[src/rtl/cts_irq_pkg.sv]
package cts_irq_pkg;

  // Bit position of the single implemented field in every register word
  localparam int STAT_BIT = 1;

  typedef enum logic [1:0] {
    SEL_RAW   = 2'd0,
    SEL_MSKD  = 2'd1,
    SEL_MASK  = 2'd2,
    SEL_CLEAR = 2'd3
  } regSel_e;

  // Strobes from control to datapath
  typedef struct packed {
    logic maskWe;
    logic maskVal;
    logic clrEvt;
  } ctlStrobe_t;

endpackage

[src/rtl/cts_sync_edge.sv]
module cts_sync_edge #(
  parameter int STAGES = 2
) (
  input  logic clk,
  input  logic rstN,
  input  logic ctsIn,
  output logic edgeSeen
);

  logic [STAGES-1:0] chain;
  logic              prevLvl;

  generate
    for (genvar i = 0; i < STAGES; i++) begin : g_stage
      if (i == 0) begin : g_first
        always_ff @(posedge clk) begin
          if (!rstN) chain[0] <= 1'b0;
          else       chain[0] <= ctsIn;
        end
      end else begin : g_next
        always_ff @(posedge clk) begin
          if (!rstN) chain[i] <= 1'b0;
          else       chain[i] <= chain[i-1];
        end
      end
    end
  endgenerate

  always_ff @(posedge clk) begin
    if (!rstN) prevLvl <= 1'b0;
    else       prevLvl <= chain[STAGES-1];
  end

  assign edgeSeen = chain[STAGES-1] ^ prevLvl;

endmodule

[src/rtl/cts_irq_dp.sv]
module cts_irq_dp
  import cts_irq_pkg::*;
#(
  parameter int SYNC_STAGES = 2
) (
  input  logic       clk,
  input  logic       rstN,
  input  logic       ctsIn,
  input  ctlStrobe_t strobe,
  output logic       edgeSeen,
  output logic       rawStatus,
  output logic       maskBit
);

  cts_sync_edge #(.STAGES(SYNC_STAGES)) sync_i (
    .clk      (clk),
    .rstN     (rstN),
    .ctsIn    (ctsIn),
    .edgeSeen (edgeSeen)
  );

  // A detected change outranks a clear in the same cycle
  always_ff @(posedge clk) begin
    if (!rstN) begin
      rawStatus <= 1'b0;
    end else if (edgeSeen) begin
      rawStatus <= 1'b1;
    end else if (strobe.clrEvt) begin
      rawStatus <= 1'b0;
    end
  end

  always_ff @(posedge clk) begin
    if (!rstN)              maskBit <= 1'b0;
    else if (strobe.maskWe) maskBit <= strobe.maskVal;
  end

endmodule

[src/rtl/cts_irq_ctl.sv]
module cts_irq_ctl
  import cts_irq_pkg::*;
#(
  parameter int ADDR_W = 2,
  parameter int DATA_W = 16
) (
  input  logic              clk,
  input  logic              rstN,
  input  logic [ADDR_W-1:0] regAddr,
  input  logic              regWrEn,
  input  logic [DATA_W-1:0] regWrData,
  input  logic              rawStatus,
  input  logic              maskBit,
  output ctlStrobe_t        strobe,
  output logic [DATA_W-1:0] regRdData,
  output logic              clrWrite,
  output logic              clrLatch
);

  localparam logic [DATA_W-1:0] FIELD_MASK = DATA_W'(1) << STAT_BIT;

  logic hitRaw, hitMskd, hitMask, hitClear;
  logic wrBit;
  logic unusedWrBits;

  assign hitRaw   = (regAddr == ADDR_W'(SEL_RAW));
  assign hitMskd  = (regAddr == ADDR_W'(SEL_MSKD));
  assign hitMask  = (regAddr == ADDR_W'(SEL_MASK));
  assign hitClear = (regAddr == ADDR_W'(SEL_CLEAR));

  assign wrBit        = regWrData[STAT_BIT];
  assign unusedWrBits = ^(regWrData & ~FIELD_MASK);

  assign clrWrite = regWrEn && hitClear;

  // Latch follows every clear write; it falls back to 0 only while the flag is 0
  always_ff @(posedge clk) begin
    if (!rstN)           clrLatch <= 1'b0;
    else if (clrWrite)   clrLatch <= wrBit;
    else if (!rawStatus) clrLatch <= 1'b0;
  end

  always_comb begin
    strobe         = '0;
    strobe.maskWe  = regWrEn && hitMask;
    strobe.maskVal = wrBit;
    strobe.clrEvt  = clrWrite && wrBit && !clrLatch;
  end

  always_comb begin
    regRdData = '0;
    if (hitRaw)       regRdData[STAT_BIT] = rawStatus;
    else if (hitMskd) regRdData[STAT_BIT] = rawStatus && maskBit;
    else if (hitMask) regRdData[STAT_BIT] = maskBit;
  end

endmodule

[src/rtl/cts_edge_irq.sv]
module cts_edge_irq
  import cts_irq_pkg::*;
#(
  parameter int ADDR_W      = 2,
  parameter int DATA_W      = 16,
  parameter int SYNC_STAGES = 2
) (
  input  logic              clk,
  input  logic              rstN,
  input  logic              ctsIn,
  input  logic [ADDR_W-1:0] regAddr,
  input  logic              regWrEn,
  input  logic [DATA_W-1:0] regWrData,
  output logic [DATA_W-1:0] regRdData,
  output logic              rawStatus,
  output logic              maskedStatus,
  output logic              irqOut
);

  ctlStrobe_t strobe;
  logic       edgeSeen;
  logic       maskBit;
  logic       clrWrite;
  logic       clrLatch;
  logic       clrEvt;

  cts_irq_ctl #(.ADDR_W(ADDR_W), .DATA_W(DATA_W)) ctl_i (
    .clk       (clk),
    .rstN      (rstN),
    .regAddr   (regAddr),
    .regWrEn   (regWrEn),
    .regWrData (regWrData),
    .rawStatus (rawStatus),
    .maskBit   (maskBit),
    .strobe    (strobe),
    .regRdData (regRdData),
    .clrWrite  (clrWrite),
    .clrLatch  (clrLatch)
  );

  cts_irq_dp #(.SYNC_STAGES(SYNC_STAGES)) dp_i (
    .clk       (clk),
    .rstN      (rstN),
    .ctsIn     (ctsIn),
    .strobe    (strobe),
    .edgeSeen  (edgeSeen),
    .rawStatus (rawStatus),
    .maskBit   (maskBit)
  );

  assign clrEvt       = strobe.clrEvt;
  assign maskedStatus = rawStatus && maskBit;
  assign irqOut       = maskedStatus;

endmodule

[config.mk]
export PLATFORM = sky130hd
export DESIGN_NAME = cts_edge_irq
export DESIGN_NICKNAME = d
export VERILOG_FILES = /design/src/rtl/cts_irq_pkg.sv /design/src/rtl/cts_sync_edge.sv /design/src/rtl/cts_irq_dp.sv /design/src/rtl/cts_irq_ctl.sv /design/src/rtl/cts_edge_irq.sv
export SDC_FILE = /design/constraint.sdc
export NUM_CORES = 1
export LEC_CHECK = 0
export BUFFER_PORTS_ARGS = -buffer_cell sky130_fd_sc_hd__clkbuf_2
export CAP_MARGIN = 40
export CORE_AREA = 8 8 45 47
export DETAILED_ROUTE_END_ITERATION = 10
export DIE_AREA = 0 0 53 55
export PLACE_DENSITY = 0.69
export SLEW_MARGIN = 20
export SYNTH_ARGS = -nofsm -noshare
export SYNTH_HDL_FRONTEND = slang
export SYNTH_HIERARCHICAL = 1
export SYNTH_SLANG_ARGS = --single-unit
[constraint.sdc]
create_clock -name clk -period 1.34 [get_ports clk]
set_clock_uncertainty 0.2 [all_clocks]
set_input_delay 0.268 -clock clk [delete_from_list [all_inputs] [get_ports clk]]
set_output_delay 0.268 -clock clk [all_outputs]
set_load 0.05 [all_outputs]
; Word level (Yosys, flattened, before mapping)
; Index checks and enable logic that the tools add are counted.
[totals]
out_inout_bits = 19
regBits = 6
in_bits = 22
[classes]
n_bitwise = 1
n_eq_ne = 4
muxes = 7
n_reduce_logical = 8
[ops]
columns = cell, n
row1 = 1-bit two-way mux, 7
row2 = 1-bit logical AND, 5
row3 = "2-bit equality test, second input constant", 2
row4 = "2-bit by 1-bit equality test with 1-bit output, second input constant", 1
row5 = 2-bit zero test, 1
row6 = "2-bit inequality test, second input constant", 1
row7 = 2-bit nonzero test, 1
row8 = 1-bit zero test, 1
row9 = 1-bit XOR, 1

; Longest topological paths before layout
; Gate-level depths: netlist of the first run.
[logic_depth]
word_depth = 6
mapped_depth = 4

; Modules after synthesis
; The synthesis of the first run kept the hierarchy.
[modules_own_cells]
columns = module, seq_area_each_um2, area_per_inst_um2, cells_per_inst, instances
row1 = cts_irq_ctl, 20.0, 210.2, 28, 1
row2 = cts_sync_edge, 60.1, 88.8, 7, 1
row3 = cts_irq_dp, 40.0, 70.1, 6, 1
row4 = cts_edge_irq, 0.0, 13.8, 2, 1

; Least setup slack after synthesis of the first run
; Ideal clock, no wire load.
[synth_timing]
path_type = register to output
from = register dp_i.rawStatus
to = output regRdData[1]
path_slack_ps = -718
required_ps = 872
n_path_buf = 0
arrival_ps = 1590
path_stages_with_launch = 3
path_cell_list = dfxtp_1 > mux2i_1 > o22ai_1
[synth_via]
elab_chain_len = 3
[synth_rtl]
columns = item, line
row1 = from (decl), cts_irq_dp.sv:11  ; output logic rawStatus,
row2 = from (signal assigned), cts_irq_dp.sv:25  ; rawStatus <= 1'b0;
row3 = from (signal assigned), cts_irq_dp.sv:27  ; rawStatus <= 1'b1;
row4 = from (signal assigned), cts_irq_dp.sv:29  ; rawStatus <= 1'b0;
row5 = 1-bit logical AND, cts_irq_ctl.sv:53  ; else if (hitMskd) regRdData[STAT_BIT] = rawStatus && maskBit;
row6 = 1-bit two-way mux, cts_irq_ctl.sv:53
row7 = 1-bit two-way mux (*), cts_irq_ctl.sv:52  ; if (hitRaw) regRdData[STAT_BIT] = rawStatus;
row8 = to (decl), cts_edge_irq.sv:14  ; output logic [DATA_W-1:0] regRdData,
; Mark *: on every way between the ends. The rest lies on a longest branch, timed or not.

; Worst setup path in the final report of the first run
; Same ends and word-level chain as after synthesis.

==> impl_metrics.env, run 1 <==
export IMPL_status="complete, but fails checks"
export IMPL_violations="negative setup slack"
export IMPL_wirelength_um=720
export IMPL_crit_path_max_fanout=5
export IMPL_use_met2=0.0781
export IMPL_cts_root_buffer="clkbuf_4"
export IMPL_r2r_setup_slack_ns=0.27
export IMPL_dr_pass1_iters=2
export IMPL_die_area_um2=2920
export IMPL_rsz0062_at_grt="true"
export IMPL_antenna_found_initial=0
export IMPL_grt_first_pass_wirelength_mm=1.08
export IMPL_ir_drop_v=0.000446
export IMPL_synth_seq_cells=6
export IMPL_grt_use_met3=0.0481
export IMPL_antenna_left=0
export IMPL_busiest_layer="met2"
export IMPL_ys_seq_area_frac=0.314
export IMPL_async_flop_share=0
export IMPL_placed_cells=67
export IMPL_final_nets=79
export IMPL_viasPerCell=3.76
export IMPL_hold_buffers=0
export IMPL_hold_start="ctsIn"
export IMPL_synthTopCellsByCount="buf_4 (17), dfxtp_1 (6), and2_1 (3), mux2i_1 (3), nand2_1 (3)"
export IMPL_ys_warn_count=6
export IMPL_num_antenna_cells=0
export IMPL_cts_buffer_depth=2
export IMPL_synth_most_common_cell="buf_4"
export IMPL_numPortBuffers=10
export IMPL_rows=14
export IMPL_synth_area_leaders="buf_4 (33%), dfxtp_1 (31%), mux2i_1 (7.8%)"
export IMPL_start_kind="register"
export IMPL_utilization=0.363
export IMPL_synthFlopType="dfxtp_1"
export IMPL_drtIter0Drc=1
export IMPL_tritoncts="done"
export IMPL_syn_avg_cell_area_um2=8.90
export IMPL_fin_ws_ns=-0.158
export IMPL_die_w_um=53
export IMPL_setup_viol=3
export IMPL_finalCritPeriodShare=1.12
export IMPL_pin_count=41
export IMPL_start_util=0.277
export IMPL_fin_crit_ns=1.50
export IMPL_gp_congestion=0.764
export IMPL_path_class="reg2out"
export IMPL_end_kind="output port"
export IMPL_grt_util_met1=0.0426
export IMPL_synth_cells=43
export IMPL_grt_overflow_total=0
export IMPL_drive_above_1_share=0.393
export IMPL_fin_cells=72
export IMPL_synthDistinctLibCells=15
export IMPL_synth_area_leader_cell="buf_4"
export IMPL_dp_hpwl_um=601
export IMPL_critPathLaunch="dp_i/rawStatus"
export IMPL_placed_cell_area_um2=433
export IMPL_cts_htree_levels=1
export IMPL_p_leak_nw=0.238
export IMPL_grt_pass1_vias=269
export IMPL_fmax_mhz=667
export IMPL_grt_max_degree=8
export IMPL_synth_top_area_frac=0.333
export IMPL_syn_area_um2=383
export IMPL_worstSkewPairLatency_ns=0.25
export IMPL_via_count=271
export IMPL_wire_per_inst_um=10.0
export IMPL_stdcell_area_um2=503
export IMPL_arrival_ns=1.03
export IMPL_critPathRequiredTime_ns=0.87
export IMPL_drc=0
export IMPL_finalHoldViolCount=0
export IMPL_grtUsageTotal=0.0536
export IMPL_p_per_area_nw_per_um2=1080
export IMPL_area_growth_pct=31.4
export IMPL_synth_edf_count=0
export IMPL_maxCapViolCount=0
export IMPL_reg2reg_from="dp_i/rawStatus"
export IMPL_core_area_um2=1380
export IMPL_slew_viol_final=0
export IMPL_path_clk_slew_ns=0.05
export IMPL_fp_dieH_um=55
export IMPL_min_path_type="in2reg"
export IMPL_clkSinkCount=6
export IMPL_numCtsBuffers=3
[cell usage in the layout (no fill, tap or decap)]
cell type	instances
conb_1	15
clkbuf_2	6
clkbuf_4	4
dfxtp_1	4
nand2_1	3
mux2i_1	2
buf_4	2
nor2b_1	2
dfxtp_4	2
and2_1	2
and2_4	1
clkbuf_1	1
and3_4	1
and3b_1	1
mux2i_4	1
o22ai_4	1
nand3_1	1
nor2_1	1
o21a_1	1
xor2_1	1
and2_2	1
clkbuf_16	1
buf_8	1
buf_12	1
[path summary, 6_finish.rpt]
check                    endpoint  cells after the start
min          dp_i/sync_i/chain[0]                      2
max reg2reg        dp_i/rawStatus                      3
min reg2reg  dp_i/sync_i/chain[1]                      1
max                  regRdData[1]                      3
[per-stage QoR]
step	hold WS (ns)	power [mW]	worst slack, ns	setup TNS [ns]
detailed placement	0.219	0.354	-0.0991	-0.0991
CTS	0.0213	0.552	-0.182	-0.376
global route	0.0235	0.578	-0.219	-0.505
finish	0.0297	0.541	-0.158	-0.305
floorplan	0.185	0.361	-0.0401	-0.0685
global placement	0.216	0.352	-0.0700	-0.0700
[where the power goes]
group          internal, mW  switching (mW)
Sequential            0.185         0.00680
Combinational        0.0360           0.128
Clock                 0.113          0.0727
Total                 0.334           0.207
[routing by layer]
layer	part of all wire	wire length, um	up-vias
li1	-	-	132
met4	0.031	22	0
met1	0.30	214	117
met2	0.47	336	19
met3	0.20	146	3
met5	0	0	-
[layout make-up]
class | instances | area (um^2)
fillers | 149 | 881
multi-input cells | 34 | 216
flip-flops and latches | 6 | 128
repair buffers | 12 | 113
clock buffers | 4 | 26.3
well taps | 16 | 20.0
[flip-flops by register name (all words and copies together) (netlist names)]
signal               count
dp_i/sync_i/chain        2
ctl_i/clrLatch           1
dp_i/maskBit             1
dp_i/rawStatus           1
dp_i/sync_i/prevLvl      1
[critical path: stages (launching register included)]
cell     delay, ns
dfxtp_4       0.37
mux2i_4       0.07
o22ai_4       0.17
buf_12        0.16
[cells by family after synthesis]
group | synth area share
AO/OA/AOI/OAI | 0.0360
flip-flops | 0.314
multiplexers | 0.0784
AND/OR/NAND/NOR | 0.206
XOR/XNOR | 0.0229
buffers and inverters | 0.333
other | 0.00979
[timing repair]
item,in CTS,in global routing
setup endpoints to repair,4,4
pin swaps,1,1
resized for setup,8,1
buffers inserted,1,0
(Power assumes the default switching activity.)
==> run 2: changes to the inputs <==
--- a/config.mk
+++ b/config.mk
@@ -10,6 +10,7 @@
 export CORE_AREA = 8 8 45 47
 export DETAILED_ROUTE_END_ITERATION = 10
 export DIE_AREA = 0 0 53 55
+export GPL_TIMING_DRIVEN = 0
 export PLACE_DENSITY = 0.69
 export SLEW_MARGIN = 20
 export SYNTH_ARGS = -nofsm -noshare
==> run 2 against run 1 <==
Largest cell class is now non-clock buffers. Critical path depth stayed put. Utilization is 9.6 points higher. Clock power is 3% lower. Setup slack worse by 0.015 ns. Final cell count is 22% higher. Sequential cell count stayed put. The flow still finishes with violations (negative setup slack).
==> impl_metrics.env, run 2 (same netlist as run 1, synthesis figures left out) <==
export IMPL_final_common_cell="buf_4"
export IMPL_grt_overflow_total=0
export IMPL_wire_per_inst_um=8.45
export IMPL_finalCritPeriodShare=1.13
export IMPL_crit_end="maskedStatus"
export IMPL_slew_viol_final=0
export IMPL_cts_buffer_depth=2
export IMPL_finalHoldViolCount=0
export IMPL_antenna_found_initial=0
export IMPL_largest_register_ffs=2
export IMPL_stdcell_area_um2=636
export IMPL_die_w_um=53
export IMPL_grtUsageTotal=0.0514
export IMPL_drive_above_1_share=0.528
export IMPL_fin_ws_ns=-0.173
export IMPL_fin_crit_ns=1.51
export IMPL_fin_tns_setup_ns=-0.390
export IMPL_r2r_setup_slack_ns=0.27
export IMPL_final_cell_mix="buf_4 (18), conb_1 (15), clkbuf_2 (6), dfxtp_1 (4)"
export IMPL_violations="negative setup slack"
export IMPL_gp_congestion=0.702
export IMPL_rr_endpoint="dp_i/rawStatus"
export IMPL_met3WireLength_um=111
export IMPL_wl_met1_um=296
export IMPL_path_class="reg2out"
export IMPL_end_kind="output port"
export IMPL_top_register="dp_i/sync_i/chain"
export IMPL_setup_viol=3
export IMPL_p_leak_nw=0.330
export IMPL_maxCapViolCount=0
export IMPL_ir_drop_v=0.000423
export IMPL_core_area_um2=1380
export IMPL_fmax_mhz=661
export IMPL_p_per_area_nw_per_um2=896
export IMPL_fp_dieH_um=55
export IMPL_cts_htree_levels=1
export IMPL_final_nets=95
export IMPL_via_count=296
export IMPL_r2r_cells=3
export IMPL_numCtsBuffers=3
export IMPL_antenna_left=0
export IMPL_clkSinkCount=6
export IMPL_path_clk_slew_ns=0.05
export IMPL_critPathLaunch="dp_i/maskBit"
export IMPL_worstSkewPairLatency_ns=0.25
export IMPL_rows=14
export IMPL_topRoutingLayerUsed="met3"
export IMPL_drtIter0Drc=1
export IMPL_critPathRequiredTime_ns=0.87
export IMPL_pin_count=41
export IMPL_die_area_um2=2920
export IMPL_status="complete, but fails checks"
export IMPL_arrival_ns=1.05
export IMPL_numPortBuffers=10
export IMPL_num_antenna_cells=0
export IMPL_area_growth_pct=66.0
export IMPL_drc=0
export IMPL_reg2reg_from="dp_i/rawStatus"
export IMPL_wirelength_um=744
export IMPL_start_kind="register"
export IMPL_tritoncts="done"
export IMPL_start_util=0.277
export IMPL_fillers=138
export IMPL_dr_pass1_iters=2
export IMPL_placed_cells=83
export IMPL_cts_root_buffer="clkbuf_4"
export IMPL_dr_wl_met2_um=336
export IMPL_grt_first_pass_wirelength_mm=1.06
export IMPL_grt_max_degree=8
export IMPL_rsz0062_at_grt="true"
export IMPL_fin_cells=88
export IMPL_grt_pass1_vias=260
export IMPL_crit_path_max_fanout=4
export IMPL_min_path_type="in2reg"
export IMPL_placed_cell_area_um2=546
export IMPL_viasPerCell=3.36
run 2: timing repair:
| action | CTS | global route |
|---|---|---|
| setup endpoints to repair | 4 | 4 |
| setup buffers | 1 | 0 |
| pin swaps | 2 | 1 |
| hold buffers | 0 | 0 |
| gates resized for setup | 11 | 2 |
run 2: critical path, stage by stage (launching register included):
cell,delay [ns]
dfxtp_4,0.35
and2_4,0.17
buf_8,0.11
clkbuf_16,0.16
run 2: metal layers:
metal / track usage / vias to the layer above
li1: - / 163
met1: 0.0564 / 117
met2: 0.0723 / 16
met3: 0.0374 / 0
met4: 0.0259 / 0
met5: 0 / -
run 2: through the flow:
stage / power, mW / setup slack (ns) / hold WS [ns] / util
2_1_floorplan: 0.361 / -0.0401 / 0.185 / -
4_1_cts: 0.580 / -0.184 / 0.0137 / 0.458
3_3_place_gp: 0.382 / -0.203 / 0.211 / 0.394
5_1_grt: 0.606 / -0.211 / 0.0228 / 0.459
6_report: 0.570 / -0.173 / 0.0239 / 0.459
3_5_place_dp: 0.384 / -0.232 / 0.216 / 0.394
run 2: layout make-up:
type | instances | area, um^2 | area share
Tap cell | 16 | 20.0 | 0.0315
Buffer | 17 | 135 | 0.213
Sequential cell | 6 | 128 | 0.201
Multi-Input combinational cell | 34 | 216 | 0.341
Timing Repair Buffer | 11 | 110 | 0.173
Clock buffer | 4 | 26.3 | 0.0413
run 2: report_power, final:
| group | switching [mW] | total, mW | leakage [nW] | internal (mW) |
|---|---|---|---|---|
| Sequential | 0.00667 | 0.192 | 0.0506 | 0.185 |
| Clock | 0.0667 | 0.180 | 0.0150 | 0.113 |
| Combinational | 0.132 | 0.198 | 0.264 | 0.0660 |
run 2: how the worst min path moves through the flow:
| stage | end | from | depth (start not counted) | slack [ns] |
|---|---|---|---|---|
| 2_1_floorplan | dp_i/rawStatus | rstN | 1 | 0.18 |
| 3_3_place_gp | dp_i/sync_i/chain[1] | dp_i/sync_i/chain[0] | 1 | 0.21 |
| 3_5_place_dp | dp_i/sync_i/chain[1] | dp_i/sync_i/chain[0] | 1 | 0.22 |
| 4_1_cts | dp_i/sync_i/chain[0] | ctsIn | 2 | 0.01 |
| 5_1_grt | dp_i/sync_i/chain[0] | ctsIn | 2 | 0.02 |
| 6_report | dp_i/sync_i/chain[0] | ctsIn | 2 | 0.02 |
